--- config.mk ---
export PLATFORM = sky130hd
export DESIGN_NAME = ntt_butterfly
export DESIGN_NICKNAME = d
export VERILOG_FILES = /design/src/rtl/ntt_bfly_pkg.sv /design/src/rtl/bfly_ctrl.sv /design/src/rtl/mont_reduce.sv /design/src/rtl/mod_addsub.sv /design/src/rtl/bfly_datapath.sv /design/src/rtl/ntt_butterfly.sv
export SDC_FILE = /design/constraint.sdc
export NUM_CORES = 1
export LEC_CHECK = 0
export BUFFER_PORTS_ARGS = -buffer_cell sky130_fd_sc_hd__buf_2
export CORE_ASPECT_RATIO = 0.5
export CORE_MARGIN = 1.5
export CORE_UTILIZATION = 50
export CTS_BUF_LIST = sky130_fd_sc_hd__clkbuf_2
export DETAILED_ROUTE_END_ITERATION = 8
export MAX_ROUTING_LAYER = met4
export PLACE_DENSITY = 0.8
export SLEW_MARGIN = 20
export SYNTH_ARGS = -nofsm -noshare
export SYNTH_HDL_FRONTEND = slang
export SYNTH_HIERARCHICAL = 1
export SYNTH_SLANG_ARGS = --single-unit
--- constraint.sdc ---
create_clock -name clk -period 12.4 [get_ports clk]
set_input_delay 1.86 -clock clk [delete_from_list [all_inputs] [get_ports clk]]
set_output_delay 1.86 -clock clk [all_outputs]
set_load 0.02 [all_outputs]
--- src/rtl/ntt_bfly_pkg.sv ---
package ntt_bfly_pkg;

  // Strobes from the phase tracker to the arithmetic datapath.
  typedef struct packed {
    logic ldBuf;   // capture operands into the buffer phase
    logic ldMul;   // capture Montgomery product and carried u
    logic ldSum;   // capture the sum and difference results
  } phaseStrobes_t;

  localparam int unsigned PIPE_DEPTH = 3;

  // -q^-1 mod 2^logR, by Newton iteration on the inverse of an odd modulus.
  function automatic logic [31:0] negInvModPow2(input int unsigned q, input int unsigned logR);
    logic [31:0] inv;
    logic [31:0] mask;
    logic [31:0] qv;
    mask = (logR >= 32) ? 32'hFFFF_FFFF : ((32'd1 << logR) - 32'd1);
    qv   = q;
    inv  = qv;
    for (int k = 0; k < 5; k++) begin
      inv = inv * (32'd2 - qv * inv);
    end
    return (32'd0 - inv) & mask;
  endfunction

endpackage

--- src/rtl/bfly_ctrl.sv ---
module bfly_ctrl
  import ntt_bfly_pkg::*;
#(
  parameter int unsigned DEPTH = PIPE_DEPTH
) (
  input  logic          clk,
  input  logic          rst,
  input  logic          validIn,
  output phaseStrobes_t strobes,
  output logic          validOut
);

  logic [DEPTH-1:0] liveBits;

  always_ff @(posedge clk) begin
    if (rst) begin
      liveBits <= '0;
    end else begin
      liveBits <= {liveBits[DEPTH-2:0], validIn};
    end
  end

  always_comb begin
    strobes.ldBuf = validIn;
    strobes.ldMul = liveBits[0];
    strobes.ldSum = liveBits[1];
  end

  assign validOut = liveBits[DEPTH-1];

endmodule

--- src/rtl/mont_reduce.sv ---
module mont_reduce #(
  parameter int unsigned Q     = 3329,
  parameter int unsigned W     = 12,
  parameter int unsigned LOG_R = 16,
  parameter logic [31:0] QNEG  = 32'd3327
) (
  input  logic [2*W-1:0] prodIn,
  output logic [W-1:0]   redOut
);

  localparam int unsigned AW = 2*W + LOG_R + 1;
  localparam logic [AW-1:0]      Q_ACC = AW'(Q);
  localparam logic [LOG_R-1:0]   Q_NEG = QNEG[LOG_R-1:0];
  localparam logic [W:0]         Q_W   = Q[W:0];

  logic [2*LOG_R-1:0] mWide;
  logic [LOG_R-1:0]   mLow;
  logic [AW-1:0]      accSum;
  logic [AW-1:0]      accShift;
  logic [W:0]         partial;
  logic [W:0]         corrected;

  always_comb begin
    mWide     = prodIn[LOG_R-1:0] * Q_NEG;
    mLow      = mWide[LOG_R-1:0];
    accSum    = AW'(prodIn) + AW'(mLow) * Q_ACC;
    accShift  = accSum >> LOG_R;
    partial   = accShift[W:0];
    corrected = (partial >= Q_W) ? (partial - Q_W) : partial;
    redOut    = corrected[W-1:0];
  end

endmodule

--- src/rtl/mod_addsub.sv ---
module mod_addsub #(
  parameter int unsigned Q = 3329,
  parameter int unsigned W = 12
) (
  input  logic [W-1:0] aIn,
  input  logic [W-1:0] bIn,
  output logic [W-1:0] sumOut,
  output logic [W-1:0] difOut
);

  localparam logic [W:0] Q_W = Q[W:0];

  logic [W:0] rawSum;
  logic [W:0] fixSum;
  logic [W:0] rawDif;
  logic [W:0] fixDif;

  always_comb begin
    rawSum = {1'b0, aIn} + {1'b0, bIn};
    fixSum = (rawSum >= Q_W) ? (rawSum - Q_W) : rawSum;
    rawDif = {1'b0, aIn} - {1'b0, bIn};
    fixDif = (aIn < bIn) ? (rawDif + Q_W) : rawDif;
    sumOut = fixSum[W-1:0];
    difOut = fixDif[W-1:0];
  end

endmodule

--- src/rtl/bfly_datapath.sv ---
module bfly_datapath
  import ntt_bfly_pkg::*;
#(
  parameter int unsigned Q     = 3329,
  parameter int unsigned W     = 12,
  parameter int unsigned LOG_R = 16
) (
  input  logic          clk,
  input  logic          rst,
  input  phaseStrobes_t strobes,
  input  logic [W-1:0]  uIn,
  input  logic [W-1:0]  vIn,
  input  logic [W-1:0]  wIn,
  output logic [W-1:0]  xOut,
  output logic [W-1:0]  yOut
);

  localparam logic [31:0] QNEG = negInvModPow2(Q, LOG_R);

  // Phase 1: operand buffer
  logic [W-1:0] uBuf, vBuf, wBuf;
  // Phase 2: reduced product and carried u
  logic [2*W-1:0] prodBuf;
  logic [W-1:0]   tRed;
  logic [W-1:0]   uMul, tMul;
  // Phase 3: results
  logic [W-1:0]   sumNext, difNext;

  always_ff @(posedge clk) begin
    if (strobes.ldBuf) begin
      uBuf <= uIn;
      vBuf <= vIn;
      wBuf <= wIn;
    end
  end

  assign prodBuf = vBuf * wBuf;

  mont_reduce #(
    .Q(Q), .W(W), .LOG_R(LOG_R), .QNEG(QNEG)
  ) uRed (
    .prodIn(prodBuf),
    .redOut(tRed)
  );

  always_ff @(posedge clk) begin
    if (strobes.ldMul) begin
      uMul <= uBuf;
      tMul <= tRed;
    end
  end

  mod_addsub #(
    .Q(Q), .W(W)
  ) uAddSub (
    .aIn(uMul),
    .bIn(tMul),
    .sumOut(sumNext),
    .difOut(difNext)
  );

  always_ff @(posedge clk) begin
    if (rst) begin
      xOut <= '0;
      yOut <= '0;
    end else if (strobes.ldSum) begin
      xOut <= sumNext;
      yOut <= difNext;
    end
  end

endmodule

--- src/rtl/ntt_butterfly.sv ---
module ntt_butterfly
  import ntt_bfly_pkg::*;
#(
  parameter int unsigned Q       = 3329,
  parameter int unsigned LOG_R   = 16,
  parameter int unsigned COEFF_W = $clog2(Q)
) (
  input  logic               clk,
  input  logic               rst,
  input  logic               validIn,
  input  logic [COEFF_W-1:0] uIn,
  input  logic [COEFF_W-1:0] vIn,
  input  logic [COEFF_W-1:0] wIn,
  output logic               validOut,
  output logic [COEFF_W-1:0] xOut,
  output logic [COEFF_W-1:0] yOut
);

  phaseStrobes_t strobes;

  bfly_ctrl #(
    .DEPTH(PIPE_DEPTH)
  ) uCtrl (
    .clk(clk),
    .rst(rst),
    .validIn(validIn),
    .strobes(strobes),
    .validOut(validOut)
  );

  bfly_datapath #(
    .Q(Q), .W(COEFF_W), .LOG_R(LOG_R)
  ) uPath (
    .clk(clk),
    .rst(rst),
    .strobes(strobes),
    .uIn(uIn),
    .vIn(vIn),
    .wIn(wIn),
    .xOut(xOut),
    .yOut(yOut)
  );

endmodule

Word level (Yosys, flattened, before mapping)

Index checks and enable logic that the tools add are counted.

Register bits after elaboration: 87
Input bits: 39
Output and inout port bits: 25
Word-level logic and storage cells: 23

Add/sub/neg operators: 6
$mul: 3
$lt $le $gt $ge: 3
Mux-type cells: 3

Operators with widths:

| kind                                                   | number |
|---|---|
| two-way mux 12 bit                                     | 3 |
| adder 24 x 28 -> 29 bit                                | 1 |
| multiplier 16 x 12 -> 28 bit (second input constant)   | 1 |
| >= comparator 13 x 12 -> 1 bit (second input constant) | 2 |
| multiplier 12 x 12 -> 24 bit                           | 1 |
| subtractor 12 bit (second input constant)              | 2 |
| multiplier 16 x 12 -> 16 bit (second input constant)   | 1 |
| adder 12 x 12 -> 13 bit                                | 1 |
| adder 12 bit (second input constant)                   | 1 |
| less-than comparator 12 bit                            | 1 |
| subtractor 12 bit                                      | 1 |

Longest topological paths before layout

Gate-level depths: netlist of run 1.

Depth after elaboration: 6
Mapped depth: 51
Mapped depth without buffers: 50

By module

Netlist of run 1, hierarchy kept.

By module, submodules not included:

| module        | times used | cells each | area each (um^2) | sequential area each (um^2) |
|---|---|---|---|---|
| bfly_datapath | 1          | 718        | 7405.9           | 2282.2 |
| mont_reduce   | 1          | 653        | 5904.4           | 0.0 |
| mod_addsub    | 1          | 245        | 1818.0           | 0.0 |
| bfly_ctrl     | 1          | 7          | 86.3             | 60.1 |

Least setup slack after synthesis of run 1

No wires, ideal clock.

Path type: reg2reg
Start point: register uPath.wBuf[5]
End point: register uPath.tMul[1] (data pin)
Library setup time: 0.262 ns
Arrival: 12.145 ns
Required time: 12.138 ns
Setup slack: -0.007 ns
Stages on the path, launching flop included: 48
Path buffers: 1
Clock period less this slack: 12.407 ns
Path through: edfxtp_1 clkbuf_1 nand2_1 fa_1 fa_1 inv_1 ha_1 fa_1 inv_1 fa_1 inv_1 ha_1 o21a_1 nand2_1 a21boi_0 fa_1 inv_1 fa_1 [... 12 more ...] ha_1 fa_1 inv_1 fa_1 inv_1 ha_1 and4_4 a41o_1 a21oi_1 nand2_1 xor2_1 inv_1 ha_1 nor3_1 a41oi_1 o21bai_4 nand2_1 mux2_1

Longest elaborated chain between the ends: 6
Elaborated cells on any way between the ends: 7
Those cells by class: 2 x add/sub; 3 x mul; 1 x order compare; 1 x mux

Ends and longest elaborated chain:

| element                                                             | RTL line            | RTL |
|---|---|---|
| start, declared                                                     | bfly_datapath.sv:21 | `logic [W-1:0] uBuf, vBuf, wBuf;` |
| start signal, assigned                                              | bfly_datapath.sv:33 | `wBuf <= wIn;` |
| multiplier 12 x 12 -> 24 bit (*)                                    | bfly_datapath.sv:37 | `assign prodBuf = vBuf * wBuf;` |
| via uPath.prodBuf[9]                                                | bfly_datapath.sv:23 | `logic [2*W-1:0] prodBuf;` |
| multiplier 16 x 12 -> 16 bit                                        | mont_reduce.sv:24   | `mWide = prodIn[LOG_R-1:0] * Q_NEG;` |
| multiplier 16 x 12 -> 28 bit                                        | mont_reduce.sv:26   | `accSum = AW'(prodIn) + AW'(mLow) * Q_ACC;` |
| adder 24 x 28 -> 29 bit (*)                                         | mont_reduce.sv:26   |  |
| subtractor 12 bit or >= comparator 13 x 12 -> 1 bit (tied branches) | mont_reduce.sv:29   | `corrected = (partial >= Q_W) ? (partial - Q_W) : partial;` |
| two-way mux 12 bit (*)                                              | mont_reduce.sv:29   |  |
| via uPath.tRed[1]                                                   | bfly_datapath.sv:24 | `logic [W-1:0] tRed;` |
| end signal, assigned                                                | bfly_datapath.sv:49 | `tMul <= tRed;` |
| end, declared                                                       | bfly_datapath.sv:25 | `logic [W-1:0] uMul, tMul;` |

The timed path passes the listed nets; every way through them passes the cells marked *.
A chain may end at the register's enable or synchronous reset.

Final worst setup path of run 1

Start point: register uPath.vBuf[5]
End point: register uPath.tMul[5] (data pin)

Longest elaborated chain between the ends: 6
Elaborated cells on any way between the ends: 7
Those cells by class: 2 x add/sub; 3 x mul; 1 x order compare; 1 x mux

Ends and longest elaborated chain:

| element                                                             | RTL line            | RTL |
|---|---|---|
| start, declared                                                     | bfly_datapath.sv:21 |  |
| start signal, assigned                                              | bfly_datapath.sv:32 | `vBuf <= vIn;` |
| multiplier 12 x 12 -> 24 bit (*)                                    | bfly_datapath.sv:37 |  |
| via uPath.prodBuf[12]                                               | bfly_datapath.sv:23 |  |
| multiplier 16 x 12 -> 16 bit                                        | mont_reduce.sv:24   |  |
| multiplier 16 x 12 -> 28 bit                                        | mont_reduce.sv:26   |  |
| adder 24 x 28 -> 29 bit (*)                                         | mont_reduce.sv:26   |  |
| subtractor 12 bit or >= comparator 13 x 12 -> 1 bit (tied branches) | mont_reduce.sv:29   |  |
| two-way mux 12 bit (*)                                              | mont_reduce.sv:29   |  |
| via uPath.tRed[5]                                                   | bfly_datapath.sv:24 |  |

Marks and branches as above.

==> impl_metrics.toml, run 1 <==
[setup_path]
regToRegStartpoint = "uPath/vBuf[5]"
r2r_end = "uPath/tMul[5]"
cp_max_fo = 7
crit_start = "uPath/vBuf[5]"
ff2ff_path_depth = 47
critPathKind = "flop to flop"
cp.required_ps = 12850
endpoint = "uPath/tMul[5]"
critical-path-max-stage-delay_ps = 620
arrival_ps = 12770
crit_path_end_kind = "flop"
ff2ff_setup_slack_ps = 80
crit_top_cell = "fa_1"
cp_slowest_cell = "edfxtp_1"
critPathLaunchType = "flop"

[synthesis]
synth-main-ff-cell = "edfxtp_1"
avgSynthCellArea_um2 = 9.37
synth-edff-count = 60
syn-num-nets = 2090
yosys-top-cells-area = "fa_1, ha_1, edfxtp_1"
yosysSeqAreaShare_pct = 15.4
async_flop_share_pct = 0
yosysTopAreaCell = "fa_1"
synth-seq-cells = 87
synth_top_area_share_pct = 24.9
synthesis.area_mm2 = 0.0152
yosys_warnings = 6
netlist_instances = 1623
synthDistinctLibCells = 88

[clock_network]
hold_buffers = 0
ctsLongestPathBuffers = 2
cts-root-buf = "clkbuf_2"
numClockSinks = 87
clkLatencyLatePin_ps = 690
clkTransAtPathRegs_ps = 320
htreeDepth = 3
cts_buffers = 9
cts_tree = "done"

[placement]
dp_hpwl_um = 27600
place_worst_setup_slack_ps = -305
port_buffers = 63
place_inst = 2090
place_congestion = 0.948

[timing]
fin_crit_sh_pct = 99.4
period_needed_ps = 12320
fmax_mhz = 81.2
final_max_slew_viol_count = 0
max_slew_margin_pct = 30.4
setup_ws_ps = 80.3
hold_viol_final = 0
finalSetupViolations = 0
clock_skew_ps = 47.1
worstMarginPinSlew_ps = 1040

[routing]
avgViaCountPerCell = 5.44
post-route-drc-count = 0
wl_um = 35400
wl_per_cell_um = 16.5
vias = 11694
drtAntennaViolNets = 0
dr.first_iter.drc_count = 775
drt-pass1-iter-count = 5

[cells_and_area]
syn_to_final_growth_pct = 13.5
layout.cells.non_filler = 2148
final_cell_mix = "inv_1, ha_1, fa_1, nand2_1, buf_4"
final_util_pct = 58.6
final_layout_size_suffix_gt1_share_pct = 15.9
layout_commonest_cell = "inv_1"
fin_nets = 2218
fill_cells = 2274

[grt]
grt_max_degree = 38
grt_antenna_before_repair = 1
grt_pass1_vias = 11612
grt_pass1_wl_um = 55500
grt_overflow = 0
grt_use_total_pct = 22.2

[floorplan]
io_pins = 64
core.rowCount = 44
die_y_um = 126
core-area_mm2 = 0.0295
die_x_um = 250
die-area_mm2 = 0.0315
start_util_pct = 51.7

[flow_run]
cap_violations = 0

[hold_path]
holdCritPathClass = "flop to flop"

[status]
outcome = "completed"
logic make-up (layout without fill, tap and decap cells):
family | Yosys count | after routing | synth area share, %
buffers and inverters | 393 | 526 | 9.92
and+or+nand+nor | 362 | 362 | 11.5
AOI/OAI and AO/OA | 216 | 216 | 10.3
other | 0 | 1 | 0
adders and majority gates | 428 | 428 | 44.5
xor gates and xnor gates | 103 | 103 | 6.13
muxes | 34 | 34 | 2.31
DFF | 87 | 87 | 15.4
per-layer routing:
metal	routed length, µm	vias up	global-route usage [%]
li1	-	5517	-
met2	17000	320	35.9
met4	816	0	5.09
met5	0	-	-
met1	16000	5785	29.9
met3	1600	72	2.91
worst max-delay path: cells and delay by family, from the launching register on:
kind | cells | cell delay [ps]
adder cells (fa/ha/maj) | 17 | 7400
AO/OA/AOI/OAI | 9 | 1650
buffers and inverters | 13 | 980
AND/OR/NAND/NOR | 5 | 920
flip-flops | 1 | 620
XOR/XNOR | 3 | 530
worst min path at each step:
stage                  startpoint             to  cells after the start
global route        uPath/uBuf[9]  uPath/uMul[9]                      0
global placement    uPath/uBuf[8]  uPath/uMul[8]                      0
detailed placement  uPath/uBuf[3]  uPath/uMul[3]                      0
floorplan           uPath/uBuf[0]  uPath/uMul[0]                      0
finish              uPath/uBuf[9]  uPath/uMul[9]                      0
CTS                 uPath/uBuf[9]  uPath/uMul[9]                      0
cells in the mapped netlist (9+ instances only):
| cell | n |
|---|---|
| o21bai_1 | 9 |
| nand3_1 | 16 |
| o211ai_1 | 11 |
| a21o_1 | 17 |
| nand2_1 | 137 |
| edfxtp_1 | 60 |
| nand4_1 | 9 |
| a211oi_1 | 13 |
| xnor2_1 | 73 |
| nor2b_1 | 10 |
| clkbuf_1 | 33 |
| a21oi_1 | 54 |
| ha_1 | 239 |
| nand2b_1 | 15 |
| xor2_1 | 26 |
| nor3_1 | 13 |
| inv_1 | 345 |
| o21a_1 | 11 |
| nor2_1 | 71 |
| and2_1 | 55 |
| mux2i_1 | 28 |
| fa_1 | 189 |
| o21ai_0 | 26 |
| dfxtp_1 | 27 |
sequential cells by signal (all words and copies together) (netlist names):
name,flops
uPath/yOut,12
uPath/uBuf,12
uPath/wBuf,12
uPath/vBuf,12
uPath/uMul,12
uPath/tMul,12
uPath/xOut,12
uCtrl/liveBits,3
cell type report:
class	count	area [µm²]	share of cell area (%)
repair buffers	164	1100	6.40
diodes	1	2.50	0.0145
inverters	346	1300	7.52
flip-flops and latches	87	2340	13.6
clock buffers	9	45.0	0.261
clock inverters	7	72.6	0.420
well taps	391	489	2.83
multi-input cells	1143	11900	69.0
timing repair:
| action | 4_1_cts | 5_1_grt |
|---|---|---|
| endpoints found under the setup margin | 12 | 12 |
| resized for setup | 8 | 87 |
| endpoints found under the hold margin | 0 | 0 |
| pin swaps | 1 | 38 |
| buffers inserted | 14 | 27 |
through the flow:
| stage | hold WS, ps | TNS, ps | instance area, µm² |
|---|---|---|---|
| 2_1_floorplan | 400 | 0 | 15200 |
| 3_3_place_gp | 402 | -891 | 16300 |
| 3_5_place_dp | 407 | -2870 | 16300 |
| 4_1_cts | 439 | -5.96 | 16500 |
| 5_1_grt | 447 | -3160 | 17300 |
| 6_report | 447 | 0 | 17300 |
Power of run 1 is left out: the tool's default activity adds up to more than one toggle a clock period on the data nets, which glitch-free logic cannot reach.
==> inputs of run 2 (changes only) <==
--- a/config.mk
+++ b/config.mk
@@ -16,5 +16,4 @@
 export SLEW_MARGIN = 20
 export SYNTH_ARGS = -nofsm -noshare
 export SYNTH_HDL_FRONTEND = slang
-export SYNTH_HIERARCHICAL = 1
 export SYNTH_SLANG_ARGS = --single-unit
==> run 2 against run 1 <==
Non-clock buffer count increased by 18. Synthesized cell count decreased by 7.5%. Sequential cell count unchanged. Area after synthesis decreased by 4.9%. Setup slack improved by 2.4 ps. Routed wire length decreased by 9.2%. Hold slack improved by 18 ps. Via count decreased by 7.9%. Sequential share of layout area increased by 0.54 points. Clock-buffer cell count increased by 1. Critical endpoint is now uPath.tMul[9]. Highest routed layer unchanged.
==> impl_metrics.toml, run 2 <==
[floorplan]
die-area_mm2 = 0.0300
die_x_um = 244
core.rowCount = 43
io_pins = 64
start_util_pct = 51.5
core-area_mm2 = 0.0281
die_y_um = 123

[placement]
dp_hpwl_um = 25700
place_congestion = 0.926
port_buffers = 63
place_worst_setup_slack_ps = -137

[setup_path]
cp_max_fo = 5
critical-path-max-stage-delay_ps = 550
crit_path_end_kind = "flop"
cp.required_ps = 12970
critPathLaunchType = "flop"
crit_top_cell = "fa_1"
cp_slowest_cell = "fa_1"
arrival_ps = 12890
critPathKind = "flop to flop"

[cells_and_area]
final_cell_mix = "inv_1, ha_1, fa_1, buf_4, nand2_1"
layout_commonest_cell = "inv_1"
fill_cells = 2198
final_layout_size_suffix_gt1_share_pct = 18.0
syn_to_final_growth_pct = 14.8
fin_nets = 2115
final_util_pct = 59.1

[timing]
finalSetupViolations = 0
holdWs_ps = 465
fmax_mhz = 81.2
worstMarginPinSlew_ps = 1060
setup_ws_ps = 82.7
fin_crit_sh_pct = 99.3
tns_ps = 0
final_max_slew_viol_count = 0
clock_skew_ps = 56.7
period_needed_ps = 12320
rsz0062_at_grt = "true"
hold_viol_final = 0
max_slew_margin_pct = 29.5

[grt]
grt_max_degree = 39
grt_antenna_before_repair = 2
grt_pass1_wl_um = 50400
grt_use_total_pct = 21.6
grt_pass1_vias = 10739
grt_overflow = 0

[synthesis]
avgSynthCellArea_um2 = 9.64
yosys_warnings = 0
synthDistinctLibCells = 71
synthesis.area_mm2 = 0.0145
yosysSeqAreaShare_pct = 16.2
synth_top_area_share_pct = 26.0
synth-edff-count = 60
async_flop_share_pct = 0
synth-main-ff-cell = "edfxtp_1"
syn-num-nets = 1965
yosys-top-cells-area = "fa_1, ha_1, edfxtp_1"
synthMostInstantiatedCell = "inv_1"
yosysTopAreaCell = "fa_1"
synth-seq-cells = 87
netlist_instances = 1501
yosys-top-cells-count = "inv_1, ha_1, fa_1"

[routing]
avgViaCountPerCell = 5.27
dr.first_iter.drc_count = 535
vias = 10769
drtAntennaViolNets = 0
drt-pass1-iter-count = 8
post-route-drc-count = 0
wl_per_cell_um = 15.7
wl_um = 32200

[status]
outcome = "completed"

[clock_network]
cts-root-buf = "clkbuf_2"
clkLatencyLatePin_ps = 740
ctsLongestPathBuffers = 2
htreeDepth = 3
cts_buffers = 9
clkTransAtPathRegs_ps = 320
hold_buffers = 0
numClockSinks = 87
cts_tree = "done"

[hold_path]
holdCritPathClass = "flop to flop"

[flow_run]
cap_violations = 0
==> run 2: kinds of logic (layout without fill, tap and decap cells) <==
kind of cell / count (synthesis) / count (layout) / share of synthesized area (%)
other: 0 / 5 / 0
AO/OA/AOI/OAI: 179 / 179 / 9.06
buffers and inverters: 360 / 515 / 9.46
AND/OR/NAND/NOR: 342 / 342 / 12.1
multiplexers: 7 / 7 / 0.501
XOR/XNOR: 101 / 101 / 6.21
adder cells (fa/ha/maj): 425 / 425 / 46.5
flip-flops: 87 / 87 / 16.2
==> run 2: stage by stage <==
step           area (µm²)  instances
2_1_floorplan       14500       1501
3_3_place_gp        15700       1986
3_5_place_dp        15700       1986
4_1_cts             16000       2011
5_1_grt             16600       2043
6_report            16600       2043
==> run 2: final cells by class <==
type / instances / area (µm²) / area share (%)
multi-input cells: 1054 / 11200 / 67.6
diodes: 5 / 12.5 / 0.0753
clock buffers: 10 / 50.0 / 0.301
clock inverters: 6 / 52.6 / 0.316
inverters: 317 / 1190 / 7.16
repair buffers: 182 / 1260 / 7.58
flip-flops and latches: 87 / 2340 / 14.1
well taps: 382 / 478 / 2.88
==> run 2: path summary, 6_finish.rpt <==
path | from | to | slack, ps | cells past startpoint
hold reg to reg | uPath.uBuf[11] | uPath.uMul[11] | 470 | 0
setup reg to reg | uPath.vBuf[3] | uPath.tMul[9] | 80 | 51
hold / removal | uPath.uBuf[11] | uPath.uMul[11] | 470 | 0
setup / recovery | uPath.vBuf[3] | uPath.tMul[9] | 80 | 51
==> run 2: worst max-delay path: cells and delay by family, from the launching register on <==
family	cells	cell delay [ps]
DFF	1	540
xor gates and xnor gates	11	2130
AOI/OAI and AO/OA	8	1450
and+or+nand+nor	3	610
buffers and inverters	13	1160
adders and majority gates	16	6240
==> run 2: repair_timing <==
item,in CTS,in global routing
endpoints found under the setup margin,9,12
hold endpoints to repair,0,0
pin swaps,13,74
gates cloned,0,1
buffers inserted,9,27
gates resized for setup,13,91
==> run 2: per-layer routing <==
metal | GRT usage (%) | share of wire, % | vias to the layer above
met5 | - | 0 | -
met3 | 4.10 | 5.4 | 43
met4 | 5.79 | 2.0 | 0
met2 | 37.4 | 50 | 283
met1 | 26.3 | 43 | 5285
li1 | - | - | 5158
Power of run 2 is left out for the same reason.
==> inputs of run 3 (changes only) <==
--- a/config.mk
+++ b/config.mk
@@ -9,7 +9,7 @@
 export CORE_ASPECT_RATIO = 0.5
 export CORE_MARGIN = 1.5
 export CORE_UTILIZATION = 50
-export CTS_BUF_LIST = sky130_fd_sc_hd__clkbuf_2
+export CTS_BUF_LIST = sky130_fd_sc_hd__clkbuf_8
 export DETAILED_ROUTE_END_ITERATION = 8
 export MAX_ROUTING_LAYER = met4
 export PLACE_DENSITY = 0.8
==> run 3 against run 2 <==
Critical path depth unchanged. Via count grew 1.6%. Cell area is 1.1% higher. Clock skew fell by 36 ps. Die area unchanged. Routed wire length increased by 3.1%. Highest routed layer unchanged.
==> impl_metrics.toml, run 3 (synthesis results as in run 2) <==
[floorplan]
io_pins = 64
die_x_um = 244
start_util_pct = 51.5
die_y_um = 123
core-area_mm2 = 0.0281
core.rowCount = 43
die-area_mm2 = 0.0300

[setup_path]
critPathLaunchType = "flop"
r2r_end = "uPath.tMul[7]"
crit_top_cell = "inv_1"
cp.required_ps = 12580
cp_num_buf_inv = 12
critPathKind = "flop to flop"
cp_max_fo = 6
cp_slowest_cell = "fa_1"
ff2ff_setup_slack_ps = 40
arrival_ps = 12540
regToRegStartpoint = "uPath.vBuf[4]"
cpLargestDelayFamily = "adder cells"
critical-path-max-stage-delay_ps = 560
ff2ff_path_depth = 51
crit_path_end_kind = "flop"

[cells_and_area]
fin_nets = 2121
final_util_pct = 59.8
syn_to_final_growth_pct = 16.0
layout_commonest_cell = "inv_1"
final_layout_size_suffix_gt1_share_pct = 18.7
layout.cells.non_filler = 2045
final_cell_mix = "inv_1, ha_1, fa_1, buf_4, nand2_1"

[clock_network]
clkLatencyLatePin_ps = 430
cts-root-buf = "clkbuf_8"
cts_tree = "done"
clkTransAtPathRegs_ps = 100
ctsLongestPathBuffers = 2
numClockSinks = 87
htreeDepth = 3
cts_buffers = 9

[grt]
grt_overflow = 0
grt_antenna_before_repair = 1
grt_pass1_wl_um = 50500
grt_pass1_vias = 10744
grt_use_total_pct = 21.7
grt_max_degree = 39

[placement]
place_inst = 1986
port_buffers = 63
place_congestion = 0.926
dp_hpwl_um = 25700

[timing]
holdWs_ps = 431
hold_viol_final = 0
period_needed_ps = 12360
rsz0062_at_grt = "true"
fin_crit_sh_pct = 99.7
final_max_slew_viol_count = 0
max_slew_margin_pct = 32.4
tns_ps = 0
clock_skew_ps = 20.2
finalSetupViolations = 0
fmax_mhz = 80.9
worstMarginPinSlew_ps = 1010

[routing]
dr.first_iter.drc_count = 576
drtAntennaViolNets = 0
avgViaCountPerCell = 5.35
vias = 10942
wl_per_cell_um = 16.2
post-route-drc-count = 0
wl_um = 33100
drt-pass1-iter-count = 5

[flow_run]
cap_violations = 0

[hold_path]
min_path_cells = 0
min_to = "uPath.uMul[11]"
min-delay-start = "uPath.uBuf[11]"
holdCritPathClass = "flop to flop"

[status]
outcome = "completed"
[run 3: worst max path at each step]
| stage | from | end | slack [ps] | depth (start not counted) |
|---|---|---|---|---|
| after detailed placement | uPath.vBuf[2] | uPath.tMul[3] | -140 | 51 |
| after global routing | uPath.vBuf[4] | uPath.tMul[1] | -370 | 53 |
| after floorplan | uPath.wBuf[4] | uPath.tMul[1] | 0.7 | 52 |
| after global placement | uPath.wBuf[5] | uPath.tMul[3] | 170 | 50 |
| after CTS | uPath.wBuf[4] | uPath.tMul[9] | 10 | 47 |
| final | uPath.vBuf[4] | uPath.tMul[7] | 40 | 51 |
[run 3: repair_timing]
item | CTS | global route
hold buffers | 0 | 0
pin swaps | 1 | 85
buffers inserted | 5 | 37
resized for setup | 6 | 104
endpoints found under the setup margin | 5 | 12
[run 3: layout make-up]
cell class              count  area, µm²
inverters                 317       1190
clock buffers               9        124
fillers                  2188      11300
multi-input cells        1054      11300
repair buffers            188       1320
well taps                 382        478
clock inverters             7       56.3
flip-flops and latches     87       2340
diodes                      1       2.50
[run 3: stage by stage]
step / area (µm²) / setup slack, ps
after floorplan: 14500 / 0.670
after detailed placement: 15700 / -137
final: 16800 / 42.4
after CTS: 16000 / 12.0
after global routing: 16800 / -375
after global placement: 15700 / 168
[run 3: metal layers]
metal	vias up	GRT usage [%]	part of all wire, %
met5	-	-	0
met4	0	5.75	2.3
met3	64	3.76	5.2
met2	300	38.0	50
met1	5419	26.3	42
li1	5159	-	-
Power of run 3 is left out for the same reason.
